===== config.mk =====
export PLATFORM = sky130hd
export DESIGN_NAME = slot_rst_seq
export DESIGN_NICKNAME = d
export VERILOG_FILES = /design/src/rtl/slot_rst_pkg.sv /design/src/rtl/slot_rst_sync.sv /design/src/rtl/slot_rst_satcnt.sv /design/src/rtl/slot_rst_seq.sv
export SDC_FILE = /design/constraint.sdc
export NUM_CORES = 1
export LEC_CHECK = 0
export ABC_AREA = 1
export BUFFER_PORTS_ARGS = -buffer_cell sky130_fd_sc_hd__buf_4
export CORE_MARGIN = 3
export CORE_UTILIZATION = 45
export CTS_CLUSTER_SIZE = 28
export DETAILED_ROUTE_END_ITERATION = 16
export MAX_ROUTING_LAYER = met4
export PLACE_DENSITY = 0.59
export RECOVER_POWER = 50
export SLEW_MARGIN = 20
export SYNTH_ARGS = -nofsm -noshare
export SYNTH_HDL_FRONTEND = slang
export SYNTH_SLANG_ARGS = --single-unit

===== constraint.sdc =====
create_clock -name clk -period 2 [get_ports clk]
set_clock_uncertainty 0.1 [all_clocks]
set_input_delay 0.3 -clock clk [delete_from_list [all_inputs] [get_ports clk]]
set_output_delay 0.3 -clock clk [all_outputs]
set_load 0.005 [all_outputs]

===== src/rtl/slot_rst_pkg.sv =====
package slot_rst_pkg;

    typedef enum logic [1:0] {
        SEQ_WAIT  = 2'd0,
        SEQ_COUNT = 2'd1,
        SEQ_RUN   = 2'd2
    } seq_state_e;

    typedef struct packed {
        logic rail_bad;
        logic host_rst;
    } rst_cause_t;

    function automatic int unsigned cnt_width(input int unsigned limit);
        return (limit > 1) ? $clog2(limit) : 1;
    endfunction

    function automatic logic any_cause(input rst_cause_t c);
        return c.rail_bad | c.host_rst;
    endfunction

endpackage


===== src/rtl/slot_rst_sync.sv =====
module slot_rst_sync #(
    parameter int unsigned STAGES = 2
) (
    input  logic clk,
    input  logic rst,
    input  logic d_i,
    output logic q_o
);
    logic [STAGES-1:0] chain;

    generate
        for (genvar i = 0; i < STAGES; i++) begin : g_stage
            if (i == 0) begin : g_first
                always_ff @(posedge clk) begin
                    if (rst) chain[0] <= 1'b0;
                    else     chain[0] <= d_i;
                end
            end else begin : g_next
                always_ff @(posedge clk) begin
                    if (rst) chain[i] <= 1'b0;
                    else     chain[i] <= chain[i-1];
                end
            end
        end
    endgenerate

    assign q_o = chain[STAGES-1];
endmodule


===== src/rtl/slot_rst_satcnt.sv =====
module slot_rst_satcnt
    import slot_rst_pkg::*;
#(
    parameter int unsigned LIMIT = 4
) (
    input  logic clk,
    input  logic rst,
    input  logic clr,
    input  logic en,
    output logic done
);
    localparam int unsigned     CW   = cnt_width(LIMIT);
    localparam logic [CW-1:0]   LAST = CW'(LIMIT - 1);

    logic [CW-1:0] cnt;

    always_ff @(posedge clk) begin
        if (rst || clr)             cnt <= '0;
        else if (en && cnt != LAST) cnt <= cnt + 1'b1;
    end

    assign done = (cnt == LAST);
endmodule


===== src/rtl/slot_rst_seq.sv =====
module slot_rst_seq
    import slot_rst_pkg::*;
#(
    parameter int unsigned HOLD_CYC    = 1_000_000,
    parameter int unsigned MIN_LOW_CYC = 25_000,
    parameter int unsigned SYNC_STAGES = 2
) (
    input  logic clk,
    input  logic rst,
    input  logic rails_ok_i,
    input  logic host_rst_n_i,
    input  logic clken_pin_i,
    output logic clken_pd_o,
    output logic slot_rst_n_o
);
    seq_state_e state_q, state_d;
    rst_cause_t cause;
    logic       pin_sync, pin_prev, pin_rise, need_edge_q;
    logic       start, dly_done, low_done;
    logic       rst_n_q, rst_n_d, pd_q;

    slot_rst_sync #(.STAGES(SYNC_STAGES)) sync_i (
        .clk (clk),
        .rst (rst),
        .d_i (clken_pin_i),
        .q_o (pin_sync)
    );

    // hold-off timer: cleared whenever not counting
    slot_rst_satcnt #(.LIMIT(HOLD_CYC)) dly_i (
        .clk  (clk),
        .rst  (rst),
        .clr  (state_q != SEQ_COUNT),
        .en   (state_q == SEQ_COUNT),
        .done (dly_done)
    );

    // minimum-width timer: runs while the slot reset is low
    slot_rst_satcnt #(.LIMIT(MIN_LOW_CYC)) low_i (
        .clk  (clk),
        .rst  (rst),
        .clr  (rst_n_q),
        .en   (1'b1),
        .done (low_done)
    );

    always_comb begin
        cause.rail_bad = ~rails_ok_i;
        cause.host_rst = ~host_rst_n_i;
    end

    assign pin_rise = pin_sync & ~pin_prev;
    assign start    = pin_sync & (~need_edge_q | pin_rise);

    always_comb begin
        state_d = state_q;
        rst_n_d = rst_n_q;
        if (any_cause(cause)) begin
            state_d = SEQ_WAIT;
            rst_n_d = 1'b0;
        end else begin
            unique case (state_q)
                SEQ_WAIT:  if (start) state_d = SEQ_COUNT;
                SEQ_COUNT: if (dly_done && low_done) begin
                    state_d = SEQ_RUN;
                    rst_n_d = 1'b1;
                end
                SEQ_RUN:   state_d = SEQ_RUN;
                default:   state_d = SEQ_WAIT;
            endcase
        end
    end

    always_ff @(posedge clk) begin
        if (rst) begin
            state_q     <= SEQ_WAIT;
            rst_n_q     <= 1'b0;
            pd_q        <= 1'b1;
            pin_prev    <= 1'b0;
            need_edge_q <= 1'b1;
        end else begin
            state_q  <= state_d;
            rst_n_q  <= rst_n_d;
            pd_q     <= cause.rail_bad;
            pin_prev <= pin_sync;
            if (cause.rail_bad)  need_edge_q <= 1'b1;
            else if (pin_rise)   need_edge_q <= 1'b0;
        end
    end

    assign clken_pd_o   = pd_q;
    assign slot_rst_n_o = rst_n_q;
endmodule


======== After elaboration in Yosys (flattened, before gate mapping) ========
Index checks and enable logic that the tools add are counted.
W data, S select, Z words.
word-level totals
  input bits .............................. 5
  memory bits (read-only) ................. 0
  memories ................................ 0
  memory bits (writable) .................. 0
  register bits ........................... 43
  latch bits .............................. 0
cells by class
  $mul .................................... 0
  bitwise gates (word level) .............. 8
  shifts and indexed selects .............. 0
  magnitude comparators ................... 0
  equal/unequal tests ..................... 9
  divide/modulo/power cells ............... 0
  reductions and logical operators ........ 9
  add/sub/neg operators ................... 2
  multiplexer cells ....................... 3
operator list
  cell                     count
  $add A20 B1 Y20 const B  1
  $eq A20 B20 Y1 const B   1
  $ne A20 B20 Y1 const B   1
  $add A15 B1 Y15 const B  1
  $eq A15 B15 Y1 const B   1
  $ne A15 B15 Y1 const B   1
  $pmux W2 S3              1
  $mux W2                  2
  $ne A2 B2 Y1 const B     2
  $not A1 Y1               4
  $reduce_and A2 Y1        2
  $reduce_or A2 Y1         2
  $and A1 B1 Y1            2
  $eq A2 B1 Y1 const B     1
  $eq A2 B2 Y1 const B     1
  $logic_and A1 B1 Y1      2
  $logic_not A2 Y1         1
  $logic_or A1 B1 Y1       2
  $ne A2 B1 Y1 const B     1
  $or A1 B1 Y1             2

======== Longest topological paths before layout ========
  depth in word-level cells ............... 6
  depth in mapped cells ................... 11
  gate-level depth less buffers ........... 10

======== Modules after synthesis ========
Synthesis repeated with hierarchy kept, for this count alone.
unflattened totals
  cell total of the unflattened synthesis .. 386
  area, all modules ....................... 2587.5 sq um
modules (own cells, without submodules)
  module                    area an instance (sq um)  seq. area each (sq um)  times used  cells an instance
  slot_rst_satcnt at dly_i  1214.9                    400.4                   1           187
  slot_rst_satcnt at low_i  1051.0                    300.3                   1           157
  slot_rst_seq              266.5                     120.1                   1           36
  slot_rst_sync             55.1                      40.0                    1           6

======== Worst setup path before layout ========
No wires, ideal clock.
  path type ............................... register to register
  start ................................... reg dly_i.cnt[0]
  end ..................................... reg dly_i.cnt[12]
  arrival ................................. 1.396 ns
  clock period less this slack ............ 1.629 ns
  stages on the path, launching flop included .. 12
  library setup time ...................... 0.133 ns
  buffers on the path ..................... 1
  setup slack ............................. 0.371 ns
  path through ............................ dfxtp_1 ha_1 nand2_2 nor2_4 nand3_2 nor2_4 nor2_4 buf_6 nand2_1 nand2_1 nand2_1 nor2_1
on the way
  cells in the longest elaborated chain, start to end .. 2
ends and longest elaborated chain
  item                                                                     RTL line               source
  start: declaration                                                       slot_rst_satcnt.sv:15  logic [CW-1:0] cnt;
  start signal: assignment                                                 slot_rst_satcnt.sv:19  else if (en && cnt != LAST) cnt <= cnt + 1'b1;
  parallel branches: the longest is 2 deep, another holds $add A20 B1 Y20  --
Several ways; the timed one is not identified.
A chain may end at the register's enable or synchronous reset.

======== Worst setup path after layout ========
  start ................................... reg dly_i.cnt[0]
  end ..................................... reg dly_i.cnt[14]
The elaborated chain is that of the path after synthesis.

==> reports/results.ini <==
[cts]
h-tree-depth=2
cts_tree=done
cts_setup_buffers=0
cts_made_buffers=5
cts_sinks=43
ctsResizeCount=0
cts_root_buffer=clkbuf_8
clk_pin_slew_worst_paths_ns=0.08
holdBufCountCts=0
cts_buffer_depth=2
clk_latency_ns=0.29

[setup_path]
crit_type=flip-flop to flip-flop
r2r_slack_ns=0.26
worstSetupEndpointType=flip-flop
r2r_start=dly_i.cnt[0]
start_kind=flip-flop
worstPathArrival_ns=1.87
regToRegEndpoint=dly_i.cnt[14]
critPathMaxFanout=11
worst_r2r_path_depth=9
crit_required_ns=2.13

[drt]
drtPass1Iterations=4
avgViaCountPerCell=4.881
drtAntennaViolNets=0
drt_iter0_markers=84
vias=2094
remaining_drc_errors=0
wl_um=4682
wire_per_inst_um=10.91

[status]
status=completed

[pwr]
power.density_mw_per_mm2=597.5
leakage_uw=0.0008786
p_total_uw=1508
ir_worst_vdd_mv=0.2889

[logic_synthesis]
synth_cell_types=29
syn_inst=346
yosysTopAreaCell=dfxtp_1
syn_area_mm2=0.002287
ys_seq_area_frac=0.3764
asyncSetResetFlopFracSynth=0
synth_edf_count=0
ys_warn_count=0
synth_nets=355
synth.top_cell.area_share=0.3764
synth.area.top_cells=dfxtp_1 38%, nand2_1 16%, nor2_1 8.9%
ys_seq_elements=43
synth-main-ff-cell=dfxtp_1
avgSynthCellArea_um2=6.610

[sta]
slew_headroom=0.6745
worst_slack_ns=0.2623
hold_violations=0
worstMarginPinSlew_ns=0.4845
setup_viol=0
fin_crit_sh=0.8688
rsz0062_at_grt=no
report.final.slew_viol_count=0
fin_setup_tns_ns=0
period_needed_ns=1.738
max_freq_ghz=0.5755

[layout]
final_cell_mix=100 x nand2_1, 55 x nor2_1, 43 x dfxtp_1, 39 x inv_1, 23 x a21oi_1
final_cells=429
layout_commonest_cell=nand2_1
antenna_cells=0
syn2layout_area_growth_pct=10.34
nets=370
drive_above_1_share=0.08564

[die]
die_area_mm2=0.005974
die-width_um=77.29
io_pins=7
die_h_um=77.29
initial_utilization=0.4748
coreArea_mm2=0.004817
rows=25

[placement]
dpl.hpwl_um=3592
dp_slack_ns=0.2684
place_inst=421
gp_congestion=0.8258
numPortBuffers=6

[grt]
grt_pass1_vias=1976
track_usage=0.1743
grt_max_degree=18
grt.overflow.total=0
grt_first_pass_wirelength_um=8300
antenna_found_initial=0

[flow_run]
maxCapViolations=0

[hold_path]
hold_end=sync_i.chain[0]
hold_path_startpoint=clken_pin_i
hold_class=primary input to flip-flop
min_path_cells=3

[cell type report]
class | count | area (um^2)
flip-flops and latches | 43 | 860.8
fillers | 499 | 2293
clock buffers | 8 | 100.1
multi-input cells | 256 | 1229
repair buffers | 12 | 86.33
inverters | 43 | 163.9
well taps | 67 | 83.83
[state kept, by name, indices dropped and copies added, names as in the netlist]
signal and cells:
pin_prev 1, low_i.cnt 15, dly_i.cnt 20, clken_pd_o 1, need_edge_q 1, sync_i.q_o 1
state_q 2, slot_rst_n_o 1, sync_i.chain 1
[synth_stat cells (2+ instances only)]
cell	n
xnor2_1	2
a21oi_1	23
inv_1	39
nand4_1	7
nand3b_1	3
nand2_1	100
nor2_1	54
nor2_4	3
nor3_1	14
nand3_1	10
xor2_1	9
o21a_1	3
inv_2	2
o21ai_0	13
dfxtp_1	43
ha_1	4
a21oi_2	4
buf_6	2
[worst max-delay path by stage]
stage,startpoint,end,slack (ns),depth (start not counted)
after floorplan,dly_i.cnt[0],dly_i.cnt[12],0.37,11
after global placement,dly_i.cnt[0],dly_i.cnt[13],0.32,9
after detailed placement,dly_i.cnt[0],dly_i.cnt[1],0.27,9
after CTS,dly_i.cnt[0],dly_i.cnt[15],0.25,9
after global routing,dly_i.cnt[0],dly_i.cnt[15],0.1,9
final,dly_i.cnt[0],dly_i.cnt[14],0.26,9
[metal layers]
layer  GRT usage  routed length, um
met1      0.2114               2252
met2      0.2832               2217
met3     0.03638                144
met4     0.06762                 68
met5           -                  0
[metrics by stage]
step | instance area (um^2) | util | hold slack, ns
2_1_floorplan | 2287 | - | 0.2712
3_3_place_gp | 2430 | 0.5044 | 0.3101
3_5_place_dp | 2430 | 0.5044 | 0.2953
4_1_cts | 2530 | 0.5252 | 0.09710
5_1_grt | 2524 | 0.5239 | 0.1100
6_report | 2524 | 0.5239 | 0.1078
[cells by family after synthesis]
logic type | synth area share
flip-flops | 0.3764
XOR/XNOR | 0.04213
adder cells (fa/ha/maj) | 0.02188
AND/OR/NAND/NOR | 0.3643
buffers and inverters | 0.08534
AO/OA/AOI/OAI | 0.1100
[where the power goes]
part	internal [uW]	switching (uW)	total [uW]
combinational	17.8	23.2	41.0
sequential	864	6.37	871
clock	315	281	596
total	1200	310	1510
[critical path, stage by stage (launching register included)]
cell and delay (ns):
dfxtp_1 0.35, ha_1 0.23, nand2_2 0.11, nor2_4 0.05, nand3_2 0.09, nor2_4 0.05
nor2_4 0.27, buf_4 0.23, nand2_1 0.08, a21oi_2 0.12
Power figures use the tool's default switching activity.
